`src/rtl/ptmr_pkg.sv`:
```
package ptmr_pkg;
  localparam int unsigned REG_W  = 16;
  localparam int unsigned ADDR_W = 3;

  localparam logic [ADDR_W-1:0] OFF_CTRL = 3'd0;
  localparam logic [ADDR_W-1:0] OFF_MOD  = 3'd2;
  localparam logic [ADDR_W-1:0] OFF_CNT  = 3'd4;

  localparam int unsigned B_EN   = 0;
  localparam int unsigned B_RLD  = 1;
  localparam int unsigned B_FLAG = 2;
  localparam int unsigned B_IE   = 3;
  localparam int unsigned B_OVW  = 4;
  localparam int unsigned PRE_LSB = 8;

  localparam logic [REG_W-1:0] CTRL_MASK = 16'h0F7F;
  localparam logic [REG_W-1:0] IRQ_BITS  = 16'h000C;
endpackage

```
`src/rtl/ptmr_prescaler.sv`:
```
module ptmr_prescaler #(
  parameter int unsigned PRE_W = 4
) (
  input  logic             clk_i,
  input  logic             rst_ni,
  input  logic             run_i,
  input  logic             clr_i,
  input  logic             tick_i,
  input  logic [PRE_W-1:0] sel_i,
  output logic             step_o
);
  localparam int unsigned DIV_W = (1 << PRE_W) - 1;

  logic [DIV_W-1:0] phase_q, limit;

  // limit = 2^sel - 1 as a thermometer
  always_comb begin
    for (int i = 0; i < DIV_W; i++) limit[i] = (i < int'(sel_i));
  end

  assign step_o = run_i & tick_i & ~clr_i & (phase_q == limit);

  always_ff @(posedge clk_i or negedge rst_ni) begin
    if (!rst_ni)               phase_q <= '0;
    else if (clr_i || !run_i)  phase_q <= '0;
    else if (tick_i)           phase_q <= step_o ? '0 : phase_q + 1'b1;
  end
endmodule

```
`src/rtl/ptmr_counter.sv`:
```
module ptmr_counter #(
  parameter int unsigned CNT_W = 16
) (
  input  logic             clk_i,
  input  logic             rst_ni,
  input  logic             step_i,
  input  logic             load_i,
  input  logic [CNT_W-1:0] load_val_i,
  input  logic [CNT_W-1:0] reload_val_i,
  output logic [CNT_W-1:0] count_o,
  output logic             expire_o
);
  logic [CNT_W-1:0] count_q;

  assign count_o  = count_q;
  assign expire_o = step_i & ~load_i & (count_q == '0);

  always_ff @(posedge clk_i or negedge rst_ni) begin
    if (!rst_ni)       count_q <= '1;
    else if (load_i)   count_q <= load_val_i;
    else if (step_i)   count_q <= (count_q == '0) ? reload_val_i : count_q - 1'b1;
  end
endmodule

```
`src/rtl/ptmr_timer.sv`:
```
module ptmr_timer #(
  parameter int unsigned CNT_W = 16,
  parameter int unsigned PRE_W = 4
) (
  input  logic        clk_i,
  input  logic        rst_ni,
  input  logic        tick_i,
  input  logic [2:0]  addr_i,
  input  logic        we_i,
  input  logic [15:0] wdata_i,
  output logic [15:0] rdata_o,
  output logic        irq_o
);
  import ptmr_pkg::*;

  logic [REG_W-1:0] ctrl_q, ctrl_d, ctrl_wval;
  logic [CNT_W-1:0] mod_q, cnt_q, load_val, reload_val;
  logic wr_ctrl, wr_mod, irq_only, restart, ovw_load, cnt_load;
  logic step, expire, flag_d;

  assign wr_ctrl   = we_i && (addr_i == OFF_CTRL);
  assign wr_mod    = we_i && (addr_i == OFF_MOD);
  assign ctrl_wval = wdata_i & CTRL_MASK;
  assign irq_only  = ((ctrl_q ^ ctrl_wval) & ~IRQ_BITS) == '0;
  assign restart   = wr_ctrl & ~irq_only;
  assign ovw_load  = wr_mod & ctrl_q[B_OVW];
  assign cnt_load  = (restart & ctrl_wval[B_EN]) | ovw_load;

  assign load_val   = ovw_load ? wdata_i[CNT_W-1:0]
                                : (ctrl_wval[B_RLD] ? mod_q : '1);
  assign reload_val = ctrl_q[B_RLD] ? mod_q : '1;

  ptmr_prescaler #(.PRE_W(PRE_W)) i_presc (
    .clk_i  (clk_i),
    .rst_ni (rst_ni),
    .run_i  (ctrl_q[B_EN]),
    .clr_i  (restart | ovw_load),
    .tick_i (tick_i),
    .sel_i  (ctrl_q[PRE_LSB +: PRE_W]),
    .step_o (step)
  );

  ptmr_counter #(.CNT_W(CNT_W)) i_cnt (
    .clk_i        (clk_i),
    .rst_ni       (rst_ni),
    .step_i       (step),
    .load_i       (cnt_load),
    .load_val_i   (load_val),
    .reload_val_i (reload_val),
    .count_o      (cnt_q),
    .expire_o     (expire)
  );

  // expiry beats any clear in the same cycle
  assign flag_d = expire | (ctrl_q[B_FLAG] & ~(wr_ctrl & wdata_i[B_FLAG]) & ~wr_mod);

  always_comb begin
    ctrl_d = wr_ctrl ? ctrl_wval : ctrl_q;
    ctrl_d[B_FLAG] = flag_d;
  end

  always_ff @(posedge clk_i or negedge rst_ni) begin
    if (!rst_ni) begin
      ctrl_q <= '0;
      mod_q  <= '1;
    end else begin
      ctrl_q <= ctrl_d;
      if (wr_mod) mod_q <= wdata_i[CNT_W-1:0];
    end
  end

  always_comb begin
    unique case (addr_i)
      OFF_CTRL: rdata_o = ctrl_q;
      OFF_MOD:  rdata_o = REG_W'(mod_q);
      OFF_CNT:  rdata_o = REG_W'(cnt_q);
      default:  rdata_o = '0;
    endcase
  end

  assign irq_o = ctrl_q[B_IE] & ctrl_q[B_FLAG];
endmodule

```
`config.mk`:
```
export PLATFORM = sky130hd
export DESIGN_NAME = ptmr_timer
export DESIGN_NICKNAME = d
export VERILOG_FILES = /design/src/rtl/ptmr_pkg.sv /design/src/rtl/ptmr_prescaler.sv /design/src/rtl/ptmr_counter.sv /design/src/rtl/ptmr_timer.sv
export SDC_FILE = /design/constraint.sdc
export NUM_CORES = 1
export LEC_CHECK = 0
export CAP_MARGIN = 0
export CORE_MARGIN = 2
export CORE_UTILIZATION = 35
export DETAILED_ROUTE_END_ITERATION = 8
export PLACE_DENSITY_LB_ADDON = 0.2
export SETUP_SLACK_MARGIN = 0.1
export SYNTH_ARGS = -nofsm -noshare
export SYNTH_HDL_FRONTEND = slang
export SYNTH_SLANG_ARGS = --single-unit
```
`constraint.sdc`:
```
create_clock -name clk_i -period 3.05 [get_ports clk_i]
set_input_delay 0.61 -clock clk_i [delete_from_list [all_inputs] [get_ports clk_i]]
set_output_delay 0.61 -clock clk_i [all_outputs]
set_load 0.02 [all_outputs]
```
==> results of run 1 <==
## area by class of cell
type / instances / area (sq um)
multi-input cells: 377 / 2470
fillers: 1137 / 6350
inverters: 13 / 48.8
clock inverters: 6 / 62.6
repair buffers: 74 / 663
well taps: 143 / 179
clock buffers: 10 / 250
flip-flops and latches: 58 / 1490
## layout by cell type (no fill, tap or decap), types with 9 or more instances in the layout
cell type,netlist,layout
a21oi_1,44,44
a221o_1,10,10
buf_4,1,35
clkbuf_16,0,10
clkdlybuf4s50_1,0,23
dfrtp_1,26,26
dfstp_2,32,32
dlymetal6s2s_1,0,9
inv_1,12,12
mux2_2,22,22
mux2i_1,15,15
nand2_1,40,40
nand3_1,9,9
nand4_1,9,9
nor2_1,47,47
nor2b_1,9,9
nor3b_1,11,11
o21ai_0,27,27
xnor2_1,17,17
## flip-flops by register name, summed over array words and instances (netlist names)
register         cells
ctrl_q              11
i_presc.phase_q     15
mod_q               16
i_cnt.count_o       16
## worst max-delay path, stage by stage
cell             delay, ns
clkdlybuf4s50_1       0.53
buf_4                 0.22
mux2i_1               0.20
nor2_1                0.05
a21oi_1               0.11
nor2_1                0.05
clkdlybuf4s50_1       0.53
## layer usage
layer,track usage [%],share of wire [%],up-vias
li1,-,-,1861
met1,28.3,46,1840
met2,30.9,45,144
met3,4.07,6.4,32
met4,8.13,3.0,0
met5,0,0,-
## worst max path at each step
stage,startpoint,cells after the start,slack [ns],end
2_1_floorplan,addr_i[0],8,0.66,i_cnt.count_o[10]$_DFFE_PN1P_
3_3_place_gp,addr_i[2],7,0.04,rdata_o[4]
3_5_place_dp,addr_i[2],7,0.03,rdata_o[4]
4_1_cts,addr_i[2],7,0.11,rdata_o[8]
5_1_grt,addr_i[2],7,0.05,rdata_o[6]
6_report,addr_i[2],7,0.13,rdata_o[6]
## logic make-up after synthesis
kind of cell,Yosys count
AOI/OAI and AO/OA,129
xor gates and xnor gates,23
adders and majority gates,3
buffers and inverters,49
DFF,58
muxes,37
and+or+nand+nor,185
## report_power, final
group,total [mW],internal (mW),switching [mW]
clock network,1.06,0.680,0.382
registers,1.28,1.03,0.247
logic,0.943,0.475,0.468
==> results.sh, run 1 <==
export IMPL_status="finished with violations"
export IMPL_violations="design-rule violations"
export IMPL_timing_setup_tns_ns=0
export IMPL_die_h_um=113
export IMPL_crit_type="input pin to output port"
export IMPL_powerDensity_mw_per_mm2=635
export IMPL_clockRootBuffer="clkbuf_16"
export IMPL_diodes=0
export IMPL_synth_common_cells="47 x nor2_1, 44 x a21oi_1, 40 x nand2_1, 32 x dfstp_2, 27 x o21ai_0"
export IMPL_cts_setup_buffers=0
export IMPL_synth_top_family_by_area="simple AND/OR/NAND/NOR gates"
export IMPL_startpoint_type="input pin"
export IMPL_grt_usage_pct=20.3
export IMPL_numCtsBuffers=9
export IMPL_drtIter0Drc=258
export IMPL_fin_crit_sh_pct=95.8
export IMPL_grt_max_degree=39
export IMPL_synth_most_common_cell="nor2_1"
export IMPL_rsz0062_at_grt="yes"
export IMPL_r2r_slack_ns=0.36
export IMPL_core_sq_mm=0.0115
export IMPL_syn_area_sq_mm=0.00417
export IMPL_synth_fa_ha_area_share_pct=0.899
export IMPL_dp_cells=665
export IMPL_start_util_pct=36.2
export IMPL_drive_gt1_share_pct=21.6
export IMPL_antenna_left=0
export IMPL_hp_class="input pin to asynchronous set/reset pin"
export IMPL_antenna_found_initial=0
export IMPL_tightestPinTransition_ns=0.887
export IMPL_postPlaceCellArea_sq_mm=0.00484
export IMPL_firstDrtPassIters=7
export IMPL_drv_cap=0
export IMPL_wirelength_um=12500
export IMPL_ctsHoldBuffers=0
export IMPL_hold_violations=0
export IMPL_hold_ws_ns=0.399
export IMPL_io_buffers=39
export IMPL_critical_path_peak_fanout=7
export IMPL_dp_hpwl_um=9090
export IMPL_ys_types=66
export IMPL_cp_end_kind="output port"
export IMPL_max_vdd_ir_drop_mv=0.275
export IMPL_synth_mux_area_share_pct=9.53
export IMPL_final_core_util_pct=44.8
export IMPL_grt_pass1_wl_um=20400
export IMPL_synth_xor_area_share_pct=4.83
export IMPL_cp_arrival_ns=2.31
export IMPL_yosys_area_top_type="dfstp_2"
export IMPL_r2r_end="i_presc.phase_q[2]$_DFFE_PN0P_"
export IMPL_cts_buffer_depth=2
export IMPL_worstPathRequired_ns=2.44
export IMPL_final_cell_area_sq_mm=0.00516
export IMPL_power_total_mw=3.28
export IMPL_period_needed_ns=2.92
export IMPL_syn_inst=484
export IMPL_reg2regPathDepth=8
export IMPL_synth_compound_area_share_pct=19.8
export IMPL_clk_pin_slew_worst_paths_ns=0.05
export IMPL_seq_area_frac_synth_pct=35.7
export IMPL_cts_tree="yes"
export IMPL_io_pins=40
export IMPL_synth_top_area_share_pct=20.1
export IMPL_h_tree_depth=3
export IMPL_cts_resized=6
export IMPL_via_per_inst=5.69
export IMPL_syn_avg_cell_area_sq_um=8.62
export IMPL_fin_skew_ns=0.00699
export IMPL_die_area_sq_mm=0.0128
export IMPL_place_ws_ns=0.0289
export IMPL_slew_viol_final=0
export IMPL_clock_sinks=58
export IMPL_finalNonFillerCells=681
export IMPL_max_freq_mhz=342
export IMPL_synth_nets=510
export IMPL_clkLatencyLatePin_ns=0.33
export IMPL_r2r_start="ctrl_q[10]$_DFFE_PN0P_"
export IMPL_grt_pass1_vias=3782
export IMPL_overflow=0
export IMPL_avgRoutedWirePerCell_um=18.4
export IMPL_yosys_area_share_simple_pct=24.1
export IMPL_synthFlopType="dfstp_2"
export IMPL_drcViolationCount=3
export IMPL_finalSetupViolations=0
export IMPL_routed_via_count=3877
export IMPL_ys_ff_latch=58
export IMPL_ys_warnings_count=0
export IMPL_fin_nets=559
export IMPL_num_rows=39
export IMPL_p_leak_nw=2.18
export IMPL_syn_to_final_growth_pct=23.7
export IMPL_place_congestion=0.850
export IMPL_synth_area_leaders="dfstp_2 20%, dfrtp_1 16%, mux2_2 5.9%"
export IMPL_synth_edff_count=0
export IMPL_setup_ws_ns=0.127
export IMPL_die_w_um=113
export IMPL_async_flop_share_pct=100
export IMPL_slew_limit_headroom_pct=40.9
(Power assumes the default switching activity.)
==> run 2: changes to the inputs <==
- CORE_MARGIN: 2 -> default
- CTS_BUF_LIST: default -> sky130_fd_sc_hd__clkbuf_16
==> results.sh, run 2 (synthesis gave the netlist of run 1 again) <==
export IMPL_ctsHoldBuffers=0
export IMPL_via_per_inst=5.82
export IMPL_hold_violations=0
export IMPL_reg2regPathDepth=7
export IMPL_worstPathRequired_ns=2.44
export IMPL_firstDrtPassIters=6
export IMPL_hp_class="input pin to asynchronous set/reset pin"
export IMPL_r2r_end="i_cnt.count_o[9]$_DFFE_PN1P_"
export IMPL_cp_top_family="buffers and inverters"
export IMPL_r2r_slack_ns=0.45
export IMPL_final_cell_mix="47 x nor2_1, 44 x a21oi_1, 40 x nand2_1"
export IMPL_cp_arrival_ns=2.26
export IMPL_cp_num_cells=7
export IMPL_antenna_found_initial=0
export IMPL_switchingPower_mw=1.08
export IMPL_power_total_mw=3.18
export IMPL_die_area_sq_mm=0.0124
export IMPL_clk_pin_slew_worst_paths_ns=0.05
export IMPL_place_congestion=0.837
export IMPL_slew_viol_final=0
export IMPL_crit_type="input pin to output port"
export IMPL_p_leak_nw=2.13
export IMPL_status="finished with violations"
export IMPL_drv_cap=0
export IMPL_clockRootBuffer="clkbuf_16"
export IMPL_final_common_cell="nor2_1"
export IMPL_io_buffers=39
export IMPL_routed_via_count=3955
export IMPL_diodes=0
export IMPL_grt_max_degree=31
export IMPL_slew_limit_headroom_pct=50.8
export IMPL_final_core_util_pct=44.7
export IMPL_clock_sinks=58
export IMPL_r2r_start="i_cnt.count_o[7]$_DFFE_PN1P_"
export IMPL_seq_area_sq_mm=0.00149
export IMPL_grt_usage_pct=21.0
export IMPL_start_util_pct=36.2
export IMPL_startpoint_type="input pin"
export IMPL_powerDensity_mw_per_mm2=617
export IMPL_cts_tree="yes"
export IMPL_path_buf_inv=3
export IMPL_fill_cells=1158
export IMPL_drive_gt1_share_pct=21.0
export IMPL_cts_buffer_depth=2
export IMPL_violations="design-rule violations"
export IMPL_crit_path_max_incr_delay_ns=0.53
export IMPL_crit_start="addr_i[2]"
export IMPL_avgRoutedWirePerCell_um=18.3
export IMPL_comb_power_share_pct=30.0
export IMPL_timing_setup_tns_ns=0
export IMPL_path_cells="clkdlybuf4s50_1, buf_12, mux2i_1, nor2_1, a21oi_1, nor2_1, clkdlybuf4s50_1"
export IMPL_die_w_um=111
export IMPL_wirelength_um=12500
export IMPL_max_freq_mhz=348
export IMPL_io_pins=40
export IMPL_fin_skew_ns=0.00591
export IMPL_power_frac_seq_pct=40.1
export IMPL_die_h_um=111
export IMPL_num_rows=39
export IMPL_grt_pass1_wl_um=20200
export IMPL_grt_pass1_vias=3782
export IMPL_cp_end_kind="output port"
export IMPL_antenna_left=0
export IMPL_fin_nets=558
export IMPL_critical_path_peak_fanout=13
export IMPL_clkLatencyLatePin_ns=0.33
export IMPL_drtIter0Drc=254
export IMPL_p_sw_share_pct=33.9
export IMPL_p_int_mw=2.10
export IMPL_dp_hpwl_um=8890
export IMPL_endpoint="rdata_o[2]"
export IMPL_rsz0062_at_grt="no"
export IMPL_max_vdd_ir_drop_mv=0.390
export IMPL_h_tree_depth=3
export IMPL_tightestPinTransition_ns=0.739
export IMPL_multiInputGateArea_sq_mm=0.00247
export IMPL_overflow=0
export IMPL_numCtsBuffers=9
export IMPL_finalSetupViolations=0
export IMPL_crit_path_top_delay_cell="clkdlybuf4s50_1"
export IMPL_syn_to_final_growth_pct=23.4
export IMPL_cts_setup_buffers=0
export IMPL_drcViolationCount=12
export IMPL_period_needed_ns=2.87
export IMPL_core_sq_mm=0.0115
export IMPL_fin_crit_sh_pct=94.3
export IMPL_pwr_share_clk_pct=29.9
## run 2: final cells by class
type / instances / share of cell area, %
well taps: 143 / 3.47
multi-input cells: 377 / 47.9
flip-flops and latches: 58 / 29.0
clock buffers: 10 / 4.86
repair buffers: 73 / 13.3
clock inverters: 6 / 0.583
inverters: 13 / 0.947
## run 2: worst min-delay path by stage
stage                    startpoint                    end  slack, ns  cells after the start
2_1_floorplan                rst_ni  ctrl_q[0]$_DFFE_PN0P_       0.31                      0
3_3_place_gp   mod_q[6]$_DFFE_PN1N_   mod_q[6]$_DFFE_PN1N_       0.51                      2
3_5_place_dp   mod_q[6]$_DFFE_PN1N_   mod_q[6]$_DFFE_PN1N_       0.52                      2
4_1_cts                      rst_ni  ctrl_q[6]$_DFFE_PN0P_       0.38                      1
5_1_grt                      rst_ni  ctrl_q[6]$_DFFE_PN0P_       0.42                      1
6_report                     rst_ni  ctrl_q[6]$_DFFE_PN0P_       0.35                      1
## run 2: worst reg2reg max path, delay by kind of cell, from the launching register on
kind / cells / cell delay, ns
simple gates: 5 / 1.74
compound gates: 2 / 0.39
flops: 1 / 0.40
## run 2: power groups by stage
stage / combinational (mW) / clock (mW) / sequential [mW]
after floorplan: 0.711 / 0 / 1.17
after global placement: 0.948 / 0 / 1.27
after detailed placement: 0.957 / 0 / 1.28
after CTS: 0.955 / 0.967 / 1.27
after global routing: 1.05 / 1.00 / 1.30
final: 0.954 / 0.951 / 1.27
## run 2: metal layers
layer / global-route usage [%] / wire, um / share of wire, % / up-vias
met5: 0 / 0 / 0 / -
met4: 7.66 / 212 / 1.7 / 0
met3: 4.43 / 842 / 6.7 / 21
met2: 33.1 / 5650 / 45 / 135
met1: 28.2 / 5770 / 46 / 1947
li1: - / - / - / 1852
## run 2: repair_timing
item	4_1_cts	5_1_grt
endpoints found under the hold margin	0	0
resized for setup	8	6
endpoints found under the setup margin	8	6
## run 2: stage by stage
step	setup slack, ns	cells	hold slack (ns)	cell area, sq um
floorplan	0.659	484	0.314	4170
global placement	0.0340	664	0.510	4870
detailed placement	0.0704	664	0.520	4870
CTS	0.119	680	0.383	5140
global route	0.108	680	0.417	5150
finish	0.175	680	0.351	5150
==> run 3: changes to the inputs <==
- CELL_PAD_IN_SITES_DETAIL_PLACEMENT: default -> 1
- CELL_PAD_IN_SITES_GLOBAL_PLACEMENT: default -> 2
==> results.sh, run 3 (synthesis gave the netlist of run 1 again) <==
export IMPL_slew_viol_final=0
export IMPL_ctsHoldBuffers=0
export IMPL_final_cell_mix="47 x nor2_1, 44 x a21oi_1, 40 x nand2_1"
export IMPL_slew_limit_headroom_pct=64.4
export IMPL_cts_resized=5
export IMPL_die_h_um=111
export IMPL_die_w_um=111
export IMPL_max_vdd_ir_drop_mv=0.281
export IMPL_rsz0062_at_grt="no"
export IMPL_drcViolationCount=8
export IMPL_place_congestion=0.829
export IMPL_cp_end_kind="output port"
export IMPL_cts_tree="yes"
export IMPL_h_tree_depth=3
export IMPL_firstDrtPassIters=7
export IMPL_violations="design-rule violations"
export IMPL_diodes=0
export IMPL_fin_nets=564
export IMPL_grt_pass1_vias=4121
export IMPL_status="finished with violations"
export IMPL_hold_violations=0
export IMPL_period_needed_ns=2.80
export IMPL_crit_path_max_incr_delay_ns=0.56
export IMPL_critical_path_peak_fanout=12
export IMPL_grt_usage_pct=23.4
export IMPL_dp_hpwl_um=10000
export IMPL_final_cell_area_sq_mm=0.00519
export IMPL_max_freq_mhz=357
export IMPL_antenna_found_initial=0
export IMPL_r2r_end="i_presc.phase_q[12]$_DFFE_PN0P_"
export IMPL_num_rows=39
export IMPL_r2r_start="ctrl_q[10]$_DFFE_PN0P_"
export IMPL_drtIter0Drc=237
export IMPL_postPlaceCellArea_sq_mm=0.00491
export IMPL_startpoint_type="input pin"
export IMPL_crit_top_cell="nor2_1"
export IMPL_tightestPinTransition_ns=0.530
export IMPL_seq_area_sq_mm=0.00149
export IMPL_drv_cap=0
export IMPL_wirelength_um=13900
export IMPL_grt_max_degree=59
export IMPL_clock_sinks=58
export IMPL_finalSetupViolations=0
export IMPL_core_sq_mm=0.0115
export IMPL_r2r_slack_ns=0.27
export IMPL_fin_skew_ns=0.00763
export IMPL_via_per_inst=5.81
export IMPL_cts_buffer_depth=2
export IMPL_avgRoutedWirePerCell_um=20.3
export IMPL_path_cells="clkdlybuf4s50_1, buf_12, mux2i_1, nor2_1, a21oi_1, nor2_1, dlygate4sd2_1"
export IMPL_cts_setup_buffers=0
export IMPL_cp_arrival_ns=2.19
export IMPL_clkLatencyLatePin_ns=0.33
export IMPL_multiInputGateArea_sq_mm=0.00248
export IMPL_fin_crit_sh_pct=91.8
export IMPL_crit_start="addr_i[2]"
export IMPL_io_pins=40
export IMPL_grt_pass1_wl_um=22500
export IMPL_syn_to_final_growth_pct=24.4
export IMPL_p_leak_nw=2.26
export IMPL_start_util_pct=36.2
export IMPL_worstPathRequired_ns=2.44
export IMPL_timing_setup_tns_ns=0
export IMPL_crit_path_top_delay_cell="clkdlybuf4s50_1"
export IMPL_hp_class="input pin to asynchronous set/reset pin"
export IMPL_drive_gt1_share_pct=21.0
export IMPL_clk_pin_slew_worst_paths_ns=0.05
export IMPL_final_common_cell="nor2_1"
export IMPL_overflow=0
export IMPL_crit_type="input pin to output port"
export IMPL_fill_cells=1370
export IMPL_die_area_sq_mm=0.0124
export IMPL_io_buffers=39
export IMPL_numCtsBuffers=9
export IMPL_powerDensity_mw_per_mm2=604
export IMPL_antenna_left=0
export IMPL_reg2regPathDepth=8
export IMPL_clockRootBuffer="clkbuf_16"
export IMPL_routed_via_count=3983
==> run 3: layout make-up <==
| cell class | instances | share of cell area, % |
|---|---|---|
| tap | 143 | 3.45 |
| sequential | 58 | 28.7 |
| clock buffer | 9 | 4.34 |
| inverter | 13 | 0.940 |
| clock inverter | 7 | 0.506 |
| multi-input combinational | 377 | 47.7 |
| timing repair buffer | 79 | 14.3 |
==> run 3: through the flow <==
step           util (%)  power (mW)  hold WS [ns]  cells  setup WS, ns
4_1_cts            44.8        3.16         0.302    686         0.118
2_1_floorplan         -        1.88         0.314    484         0.659
3_5_place_dp       42.6        2.27         0.530    670        0.0287
6_report           45.1        3.14         0.306    686         0.251
5_1_grt            45.1        3.31         0.327    686         0.109
3_3_place_gp       42.6        2.24         0.520    670        0.0705
==> run 3: worst max path at each step <==
stage                                      end  slack, ns  cells after the start
6_report                            rdata_o[4]       0.25                      7
5_1_grt        i_presc.phase_q[12]$_DFFE_PN0P_       0.11                      8
4_1_cts                            rdata_o[15]       0.12                      6
3_5_place_dp     i_cnt.count_o[13]$_DFFE_PN1P_       0.03                      9
3_3_place_gp                        rdata_o[4]       0.07                      7
2_1_floorplan    i_cnt.count_o[10]$_DFFE_PN1P_       0.66                      8
==> run 3: worst max-delay path, delay by kind of cell <==
kind / cells / cell delay (ns)
buf+inv: 3 / 1.06
mux: 1 / 0.27
simple gates: 2 / 0.12
compound gates: 1 / 0.12
==> run 3: power by group <==
group	switching [mW]	internal, mW
sequential	0.249	1.03
clock	0.348	0.528
combinational	0.491	0.492
==> run 3: per-layer routing <==
layer	part of all wire (%)	vias to the layer above	track usage (%)	routed length, um
met1	50	2018	34.3	6970
met2	45	86	35.4	6220
li1	-	1866	-	-
met4	1.5	0	7.75	202
met3	3.7	13	2.84	512
met5	0	-	0	0
